<file path="src/rtl/ctx_save_engine.sv">
module ctx_save_engine #(
  parameter int NREG = 64,
  parameter int DW   = 64,
  parameter int AW   = 32
) (
  input  logic                     clk,
  input  logic                     rst_n,
  input  logic                     start_i,
  input  logic [AW-1:0]            base_i,
  input  logic                     abort_i,
  input  logic                     wr0_en_i,
  input  logic [$clog2(NREG)-1:0]  wr0_idx_i,
  input  logic                     wr1_en_i,
  input  logic [$clog2(NREG)-1:0]  wr1_idx_i,
  output logic                     wr0_stall_o,
  output logic                     wr1_stall_o,
  output logic [$clog2(NREG)-1:0]  rf_ridx_o,
  input  logic [DW-1:0]            rf_rdata_i,
  output logic                     mem_wvalid_o,
  output logic [AW-1:0]            mem_waddr_o,
  output logic [DW-1:0]            mem_wdata_o,
  input  logic                     mem_wready_i,
  output logic                     mem_rvalid_o,
  output logic [AW-1:0]            mem_raddr_o,
  input  logic                     mem_rready_i,
  input  logic [DW-1:0]            mem_rdata_i,
  output logic                     rf_we_o,
  output logic [$clog2(NREG)-1:0]  rf_widx_o,
  output logic [DW-1:0]            rf_wdata_o,
  output logic [NREG-1:0]          saved_o,
  output logic [NREG-1:0]          mod_o,
  output logic                     busy_o,
  output logic                     done_o,
  output logic                     start_lost_o
);
  localparam int IW = $clog2(NREG);
  localparam int SH = $clog2(DW / 8);

  typedef enum logic [1:0] {S_IDLE, S_SAVE, S_REST} st_t;

  st_t             st;
  logic [AW-1:0]   base_q;
  logic [NREG-1:0] saved_q, mod_q, acc_mask, unsaved, oh0, oh1;
  logic [IW-1:0]   pend_idx, rptr, sweep_idx, nxt_idx;
  logic            pend_v, abort_q, done_q, lost_q;
  logic            in_idle, in_save, in_rest, acc, slot_free, abort_any;
  logic            sweep_any, u0, u1, pass0, pass1, rmod, rstep, rlast;

  assign in_idle   = st == S_IDLE;
  assign in_save   = st == S_SAVE;
  assign in_rest   = st == S_REST;
  assign acc       = pend_v && mem_wready_i;
  assign slot_free = !pend_v || acc;
  assign abort_any = abort_i || abort_q;
  assign acc_mask  = acc ? (NREG'(1) << pend_idx) : '0;
  assign unsaved   = ~saved_q & ~acc_mask;

  always_comb begin
    sweep_any = |unsaved;
    sweep_idx = '0;
    for (int i = NREG - 1; i >= 0; i--)
      if (unsaved[i]) sweep_idx = IW'(i);
  end

  assign u0      = wr0_en_i && unsaved[wr0_idx_i];
  assign u1      = wr1_en_i && unsaved[wr1_idx_i];
  assign nxt_idx = u0 ? wr0_idx_i : (u1 ? wr1_idx_i : sweep_idx);

  assign wr0_stall_o = wr0_en_i && (in_rest || (in_save && !saved_q[wr0_idx_i]));
  assign wr1_stall_o = wr1_en_i && (in_rest || (in_save && !saved_q[wr1_idx_i]));
  assign pass0 = wr0_en_i && !wr0_stall_o;
  assign pass1 = wr1_en_i && !wr1_stall_o;
  assign oh0   = (in_save && pass0) ? (NREG'(1) << wr0_idx_i) : '0;
  assign oh1   = (in_save && pass1) ? (NREG'(1) << wr1_idx_i) : '0;

  assign rf_ridx_o    = pend_idx;
  assign mem_wvalid_o = pend_v;
  assign mem_waddr_o  = base_q + (AW'(pend_idx) << SH);
  assign mem_wdata_o  = rf_rdata_i;

  assign rmod         = mod_q[rptr];
  assign rlast        = rptr == IW'(NREG - 1);
  assign rstep        = in_rest && (!rmod || mem_rready_i);
  assign mem_rvalid_o = in_rest && rmod;
  assign mem_raddr_o  = base_q + (AW'(rptr) << SH);
  assign rf_we_o      = in_rest && rmod && mem_rready_i;
  assign rf_widx_o    = rptr;
  assign rf_wdata_o   = mem_rdata_i;

  assign saved_o      = saved_q;
  assign mod_o        = mod_q;
  assign busy_o       = !in_idle;
  assign done_o       = done_q;
  assign start_lost_o = lost_q;

  always_ff @(posedge clk) begin
    if (!rst_n) begin
      st       <= S_IDLE;
      base_q   <= '0;
      saved_q  <= '0;
      mod_q    <= '0;
      pend_v   <= 1'b0;
      pend_idx <= '0;
      rptr     <= '0;
      abort_q  <= 1'b0;
      done_q   <= 1'b0;
      lost_q   <= 1'b0;
    end else begin
      done_q <= 1'b0;
      if (start_i && !in_idle) lost_q <= 1'b1;
      case (st)
        S_IDLE: begin
          if (start_i) begin
            st      <= S_SAVE;
            base_q  <= base_i;
            saved_q <= '0;
            mod_q   <= '0;
            pend_v  <= 1'b0;
            abort_q <= 1'b0;
            lost_q  <= 1'b0;
          end
        end
        S_SAVE: begin
          if (acc) saved_q[pend_idx] <= 1'b1;
          mod_q <= mod_q | oh0 | oh1;
          if (abort_i) abort_q <= 1'b1;
          if (slot_free) begin
            if (abort_any) begin
              st      <= S_REST;
              rptr    <= '0;
              pend_v  <= 1'b0;
              abort_q <= 1'b0;
            end else if (sweep_any) begin
              pend_v   <= 1'b1;
              pend_idx <= nxt_idx;
            end else begin
              st     <= S_IDLE;
              pend_v <= 1'b0;
              done_q <= 1'b1;
            end
          end
        end
        S_REST: begin
          if (rstep) begin
            if (rlast) begin
              st      <= S_IDLE;
              saved_q <= '0;
              mod_q   <= '0;
            end else begin
              rptr <= rptr + 1'b1;
            end
          end
        end
        default: st <= S_IDLE;
      endcase
    end
  end
endmodule

</file>
<file path="config.mk">
export PLATFORM = sky130hd
export DESIGN_NAME = ctx_save_engine
export DESIGN_NICKNAME = d
export VERILOG_FILES = /design/src/rtl/ctx_save_engine.sv
export SDC_FILE = /design/constraint.sdc
export NUM_CORES = 1
export LEC_CHECK = 0
export ABC_CLOCK_PERIOD_IN_PS = 3600
export CAP_MARGIN = 20
export CORE_AREA = 2 2 202 204
export DETAILED_ROUTE_END_ITERATION = 8
export DIE_AREA = 0 0 204 206
export PLACE_DENSITY_LB_ADDON = 0.15
export SLEW_MARGIN = 5
export SYNTH_ARGS = -nofsm -noshare
export SYNTH_HDL_FRONTEND = slang
export SYNTH_SLANG_ARGS = --single-unit
</file>
<file path="constraint.sdc">
create_clock -name clk -period 3.6 [get_ports clk]
set_clock_uncertainty 0.15 [all_clocks]
set_input_delay 0.54 -clock clk [delete_from_list [all_inputs] [get_ports clk]]
set_output_delay 0.54 -clock clk [all_outputs]
set_load 0.02 [all_outputs]
</file>
Word-level counts from Yosys, hierarchy flattened
Index checks and enable logic that the tools add are counted.
{ "word_totals": {"register_bits": 178, "input_bits": 180, "out_inout_bits": 340} }
{ "classes": {"n_addsub": 3, "n_lt_le_gt_ge": 5, "n_eq_ne": 11, "n_shift": 3, "mux": 112, "bitwise_logic": 10, "reduce_logical": 42} }
{ "ops": {"columns": ["op", "n"], "rows": [
  ["2-to-1 mux 64 bit", 7],
  ["2-to-1 mux 6 bit", 70],
  ["one-hot mux 64 bit (3 select lines)", 2],
  ["bitwise OR 64 bit", 3],
  ["left shift 1 x 6 -> 64 bit (first input constant)", 3],
  ["NOT 64 bit", 2],
  ["adder 32 x 9 -> 32 bit", 2],
  ["bitwise AND 64 bit", 1],
  ["OR reduction 64 bit", 1],
  ["binary-select mux 1 bit (select 6 bit)", 5],
  ["less-than comparator 6 x 7 -> 1 bit (second input constant)", 4],
  ["2-to-1 mux 1 bit", 17],
  ["logical AND 1 bit", 16],
  ["AND reduction 5 bit", 3],
  ["2-to-1 mux 2 bit", 6],
  ["one-hot mux 6 bit (2 select lines)", 1],
  ["inequality test 2 x 1 -> 1 bit (second input constant)", 5],
  ["AND reduction 4 bit", 2],
  ["logical NOT 1 bit", 7],
  ["adder 6 x 1 -> 6 bit (second input constant)", 1],
  ["demux 1 bit (select 6 bit)", 1],
  ["equality test 6 bit (second input constant)", 1],
  [">= comparator 6 x 1 -> 1 bit (second input constant)", 1],
  ["one-hot mux 2 bit (3 select lines)", 1],
  ["other kinds (13)", 24]
]} }

Depth between registers and ports, before layout
Gate-level depths: netlist (run 1).
{ "logic_depth": {"ltp_word": 70, "depth_mapped": 14, "mapped_depth_nobuf": 12} }

Worst setup path after synthesis (run 1)
No wires, ideal clock.
{ "synth_path": {"kind": "reg-to-output", "startpoint": "register rptr[1] (netlist: rf_widx_o[1])", "endpoint": "output port mem_raddr_o[15]", "t_arrival_ns": 3.002, "required_time_ns": 2.910, "slack_ns": -0.092, "stages_incl_launch_ff": 14, "cell_sequence": "dfxtp_1 > clkbuf_1 > inv_1 > fa_1 > inv_1 > a21oi_1 > o21bai_1 > a21o_1 > a21o_1 > and3_1 > clkbuf_1 > nand3_1 > nor2_1 > xor2_1"} }
{ "synth_between": {"elab_chain_len": 1} }
{ "synth_rtl": {"columns": ["item", "line_no", "source"], "rows": [
  ["start, declared", "44", "logic [IW-1:0] pend_idx, rptr, sweep_idx, nxt_idx;"],
  ["start signal, assigned", "150", "rptr <= rptr + 1'b1;"],
  ["adder 32 x 9 -> 32 bit", "85", "assign mem_raddr_o = base_q + (AW'(rptr) << SH);"],
  ["end, declared", "24", "output logic [AW-1:0] mem_raddr_o,"]
]} }
No other way between the ends.

Final worst setup path (run 1)
{ "layout_path": {"startpoint": "register rptr[0] (netlist: rf_widx_o[0])", "endpoint": "output port mem_raddr_o[21]"} }
The elaborated chain is that of the path after synthesis.

==> results of run 1 <==
worst min-delay path by stage:
stage	end	slack [ns]
6_report	base_q[1]$_SDFFE_PN0P_	0.34
5_1_grt	base_q[2]$_SDFFE_PN0P_	0.35
2_1_floorplan	base_q[0]$_SDFFE_PN0P_	0.31
3_3_place_gp	base_q[2]$_SDFFE_PN0P_	0.32
3_5_place_dp	base_q[1]$_SDFFE_PN0P_	0.33
4_1_cts	base_q[1]$_SDFFE_PN0P_	0.34
what timing repair did:
action | 4_1_cts | 5_1_grt
pin swaps | 6 | 25
hold buffers | 0 | 0
endpoints found under the setup margin | 50 | 53
buffers inserted | 10 | 14
cloned | 3 | 1
resized for setup | 186 | 97
routing by layer:
metal / vias up / wire length (um)
li1: 6194 / -
met1: 6661 / 24400
met2: 807 / 28500
met3: 108 / 7020
met4: 0 / 2380
met5: - / 0
cells by family after synthesis:
kind of cell,count (synthesis),share of synthesized area [%]
DFF,178,27.0
AOI/OAI and AO/OA,369,19.2
buffers and inverters,277,12.7
xor gates and xnor gates,58,3.85
muxes,100,15.0
adders and majority gates,15,1.54
and+or+nand+nor,550,20.8
where the power goes:
part	switching (uW)	total, uW	internal, uW
sequential	47.0	2050	2000
combinational	545	963	418
clock	856	1970	1110
cell usage in the layout, fill, tap and decap left out, types with 25 or more instances in the layout:
| cell type | netlist | final |
|---|---|---|
| buf_12 | 0 | 32 |
| a221oi_1 | 51 | 51 |
| xor2_1 | 30 | 25 |
| nor2_1 | 237 | 225 |
| dfxtp_1 | 178 | 172 |
| buf_4 | 142 | 274 |
| a21boi_0 | 33 | 33 |
| mux4_2 | 76 | 76 |
| nor3_1 | 29 | 27 |
| clkdlybuf4s50_1 | 0 | 208 |
| nand2_1 | 121 | 121 |
| a21oi_1 | 141 | 135 |
state kept, by name, indices dropped and copies added, names as in the netlist, named ones only:
register      count
rf_ridx_o         6
done_o            1
st                2
mod_o            64
abort_q           1
saved_o          64
base_q           32
mem_wvalid_o      1
rf_widx_o         6
worst reg2reg max path, stage by stage, from the launching register on:
cell	delay [ns]
dfxtp_2	0.37
buf_6	0.23
nor4bb_2	0.39
buf_6	0.26
a21oi_1	0.14
nor4_1	0.30
buf_4	0.18
nand4b_1	0.15
or3_4	0.39
o21a_4	0.25
a21boi_4	0.25
buf_4	0.16
a32oi_1	0.05
o31ai_1	0.09
layout make-up:
class | count | area [um^2] | share of cell area, %
multi-input cells | 1092 | 8290 | 44.8
repair buffers | 567 | 5270 | 28.5
flip-flops and latches | 178 | 3580 | 19.3
well taps | 532 | 666 | 3.60
clock buffers | 21 | 450 | 2.43
clock inverters | 10 | 148 | 0.798
inverters | 27 | 104 | 0.561
diodes | 1 | 2.50 | 0.0135
through the flow:
| step | setup TNS, ns | worst slack [ns] |
|---|---|---|
| final | -0.0457 | -0.0240 |
| after global routing | -1.32 | -0.142 |
| after CTS | -0.409 | -0.162 |
| after detailed placement | -3.90 | -0.379 |
| after global placement | -3.16 | -0.342 |
| after floorplan | 0 | 0.0109 |
==> metrics.txt, run 1 <==
total wire length slightly above 60,000 um; initial antenna violation count 1; fin util 46.1%; CP bufs+invs 4; via count of the first global-routing pass 13.7k; status complete, but fails checks; post-synthesis cell area 0.0132 mm^2; count leader, synth nor2_1; clock latency on the worst-skew pair 0.46 ns; least setup slack across all paths after layout -0.0240 ns; Synth top cells by count 237 x nor2_1, 178 x dfxtp_1, 142 x buf_4; worst hold-check path type reg -> reg; Row Count 74; Core Box Area roughly 0.04 mm^2; fraction of synthesized cell area taken by the top area cell type 27.0%; first-pass iteration count of the detailed router 5; number of H-tree branching levels 4; area added between synthesis and finish 40.4%; area post-placement 0.0174 mm^2; required time worst endpoint between 2 and 3 ns; cell family contributing the most delay on the critical path compound AO/OA/AOI/OAI gates; number of library cell types mapped by synthesis 86; depth of the worst hold-timing path 2; yosys warns 0; reg-to-reg critical path endpoint rf_ridx_o[2]$_SDFFE_PN0P_; post-synthesis instance total roughly 1.5k; maximum frequency from static timing analysis ~0.28 GHz; global-route wire length before repair 89,500 um; net count of the mapped netlist about 1.7k; global-route total usage across every layer between 20% and 30%; leftover overflow at the end of global routing 0; final clock period utilization by the worst path 101%; final hold vios 0; TritonCTS clock tree yes; met1 layer usage reported by global route a little over a third; cts bufs inserted 17; met2 Use GR 45.8%; fraction of layout instances using a drive strength above 1 around 29%; post-CTS clock slew at the launch and capture registers of the worst setup and hold paths approximately 0.070 ns; average vias per placed instance 5.67; #FFs+latches synth 178; Longest Clk Path Bufs 2; Mean Syn Cell Area 8.52 um^2; average wire per cell in the routed design 25.7 um; Power Dens Cells 269 mW/mm^2; horizontal die dimension 204 um; height of the die 206 um; Worst Setup EP mem_raddr_o[21]; clock root buffer master clkbuf_16; launch instance of the worst min-delay path base_q[1]$_SDFFE_PN0P_; final slew viol count 0; antenna-violating nets left 0; final non-filler cell area 0.0185 mm^2; I/O pin cnt 520; number of instances in the placed design approximately 2.4k; final weighted congestion of routability-driven global placement 0.985; Overall Power between 4000 and 5000 uW; cell-by-cell listing of the critical path ha_4 -> inv_2 -> fa_2 -> inv_2 -> a21oi_2 -> o21bai_1 -> a21o_1 -> a21o_1 -> and3_4 -> nand3_4 -> buf_6 -> nor2_4 -> xor2_2 -> buf_6; max_cap viols 0; largest driver fanout on the critical path 6; worst reg2reg startpoint rf_ridx_o[0]$_SDFFE_PN0P_; cell type contributing the most total cell area after synthesis dfxtp_1; violated checks negative setup slack; LEAKAGE 0.00694 uW; Most Used Layer, Global Route met2; post-route minimum period 3.62 ns; Crit path arrival time 2.93 ns; actual transition at the worst max-transition pin approximately 0.9 ns; Crit path largest cell delay between 0.4 and 0.5 ns; net count reported at finish 2,078; cell types occupying the most area after synthesis dfxtp_1 27%, mux4_2 13%, buf_4 8.1%; initial cell density of the core 32.8%; DRC violations left 0; worst setup path start rf_widx_o[0]$_SDFFE_PN0P_; worst-case reg-to-reg path depth 13; top flip-flop cell by instance count after synthesis dfxtp_1; Filler Cells Inserted 3,956; share of synthesized registers carrying an async set or reset 0%; global routing usage on met3 a little over a tenth; non-filler instance count after layout around 2.4k; number of enable flip-flop cells after synthesis 0; HPWL after detailed placement 48,100 um; Critical Path Sink Type output port; instance count on the critical path 14; Sink Count approximately 180; pin count of the biggest net entering global routing 37; unrepaired setup endpoints after global routing yes; r2r setup slk about 0.16 ns; number of port buffers approximately 260; final setup vio count 5; slowest stage cell, crit path dfxtp_4; count of routing violations after the opening detailed-route iteration 1,251; sequential fraction of the synthesis area 27.0%; Via Count 13.8k; relative slew slack 40.8%; Hold Slack 0.337 ns; classification of the worst setup path reg -> out; IR drop worst, VDD 0.000337 V; die footprint 0.0420 mm^2; type of element launching the critical path register
No activity file was read; power rests on OpenSTA's default activity.
==> run 2, diff against run 1 <==
--- a/config.mk
+++ b/config.mk
@@ -8,6 +8,7 @@
 export ABC_CLOCK_PERIOD_IN_PS = 3600
 export CAP_MARGIN = 20
 export CORE_AREA = 2 2 202 204
+export CTS_CLUSTER_SIZE = 30
 export DETAILED_ROUTE_END_ITERATION = 8
 export DIE_AREA = 0 0 204 206
 export PLACE_DENSITY_LB_ADDON = 0.15
==> results of run 2 <==
Same layout as run 1: the final DEF is identical, and so are final timing and power.
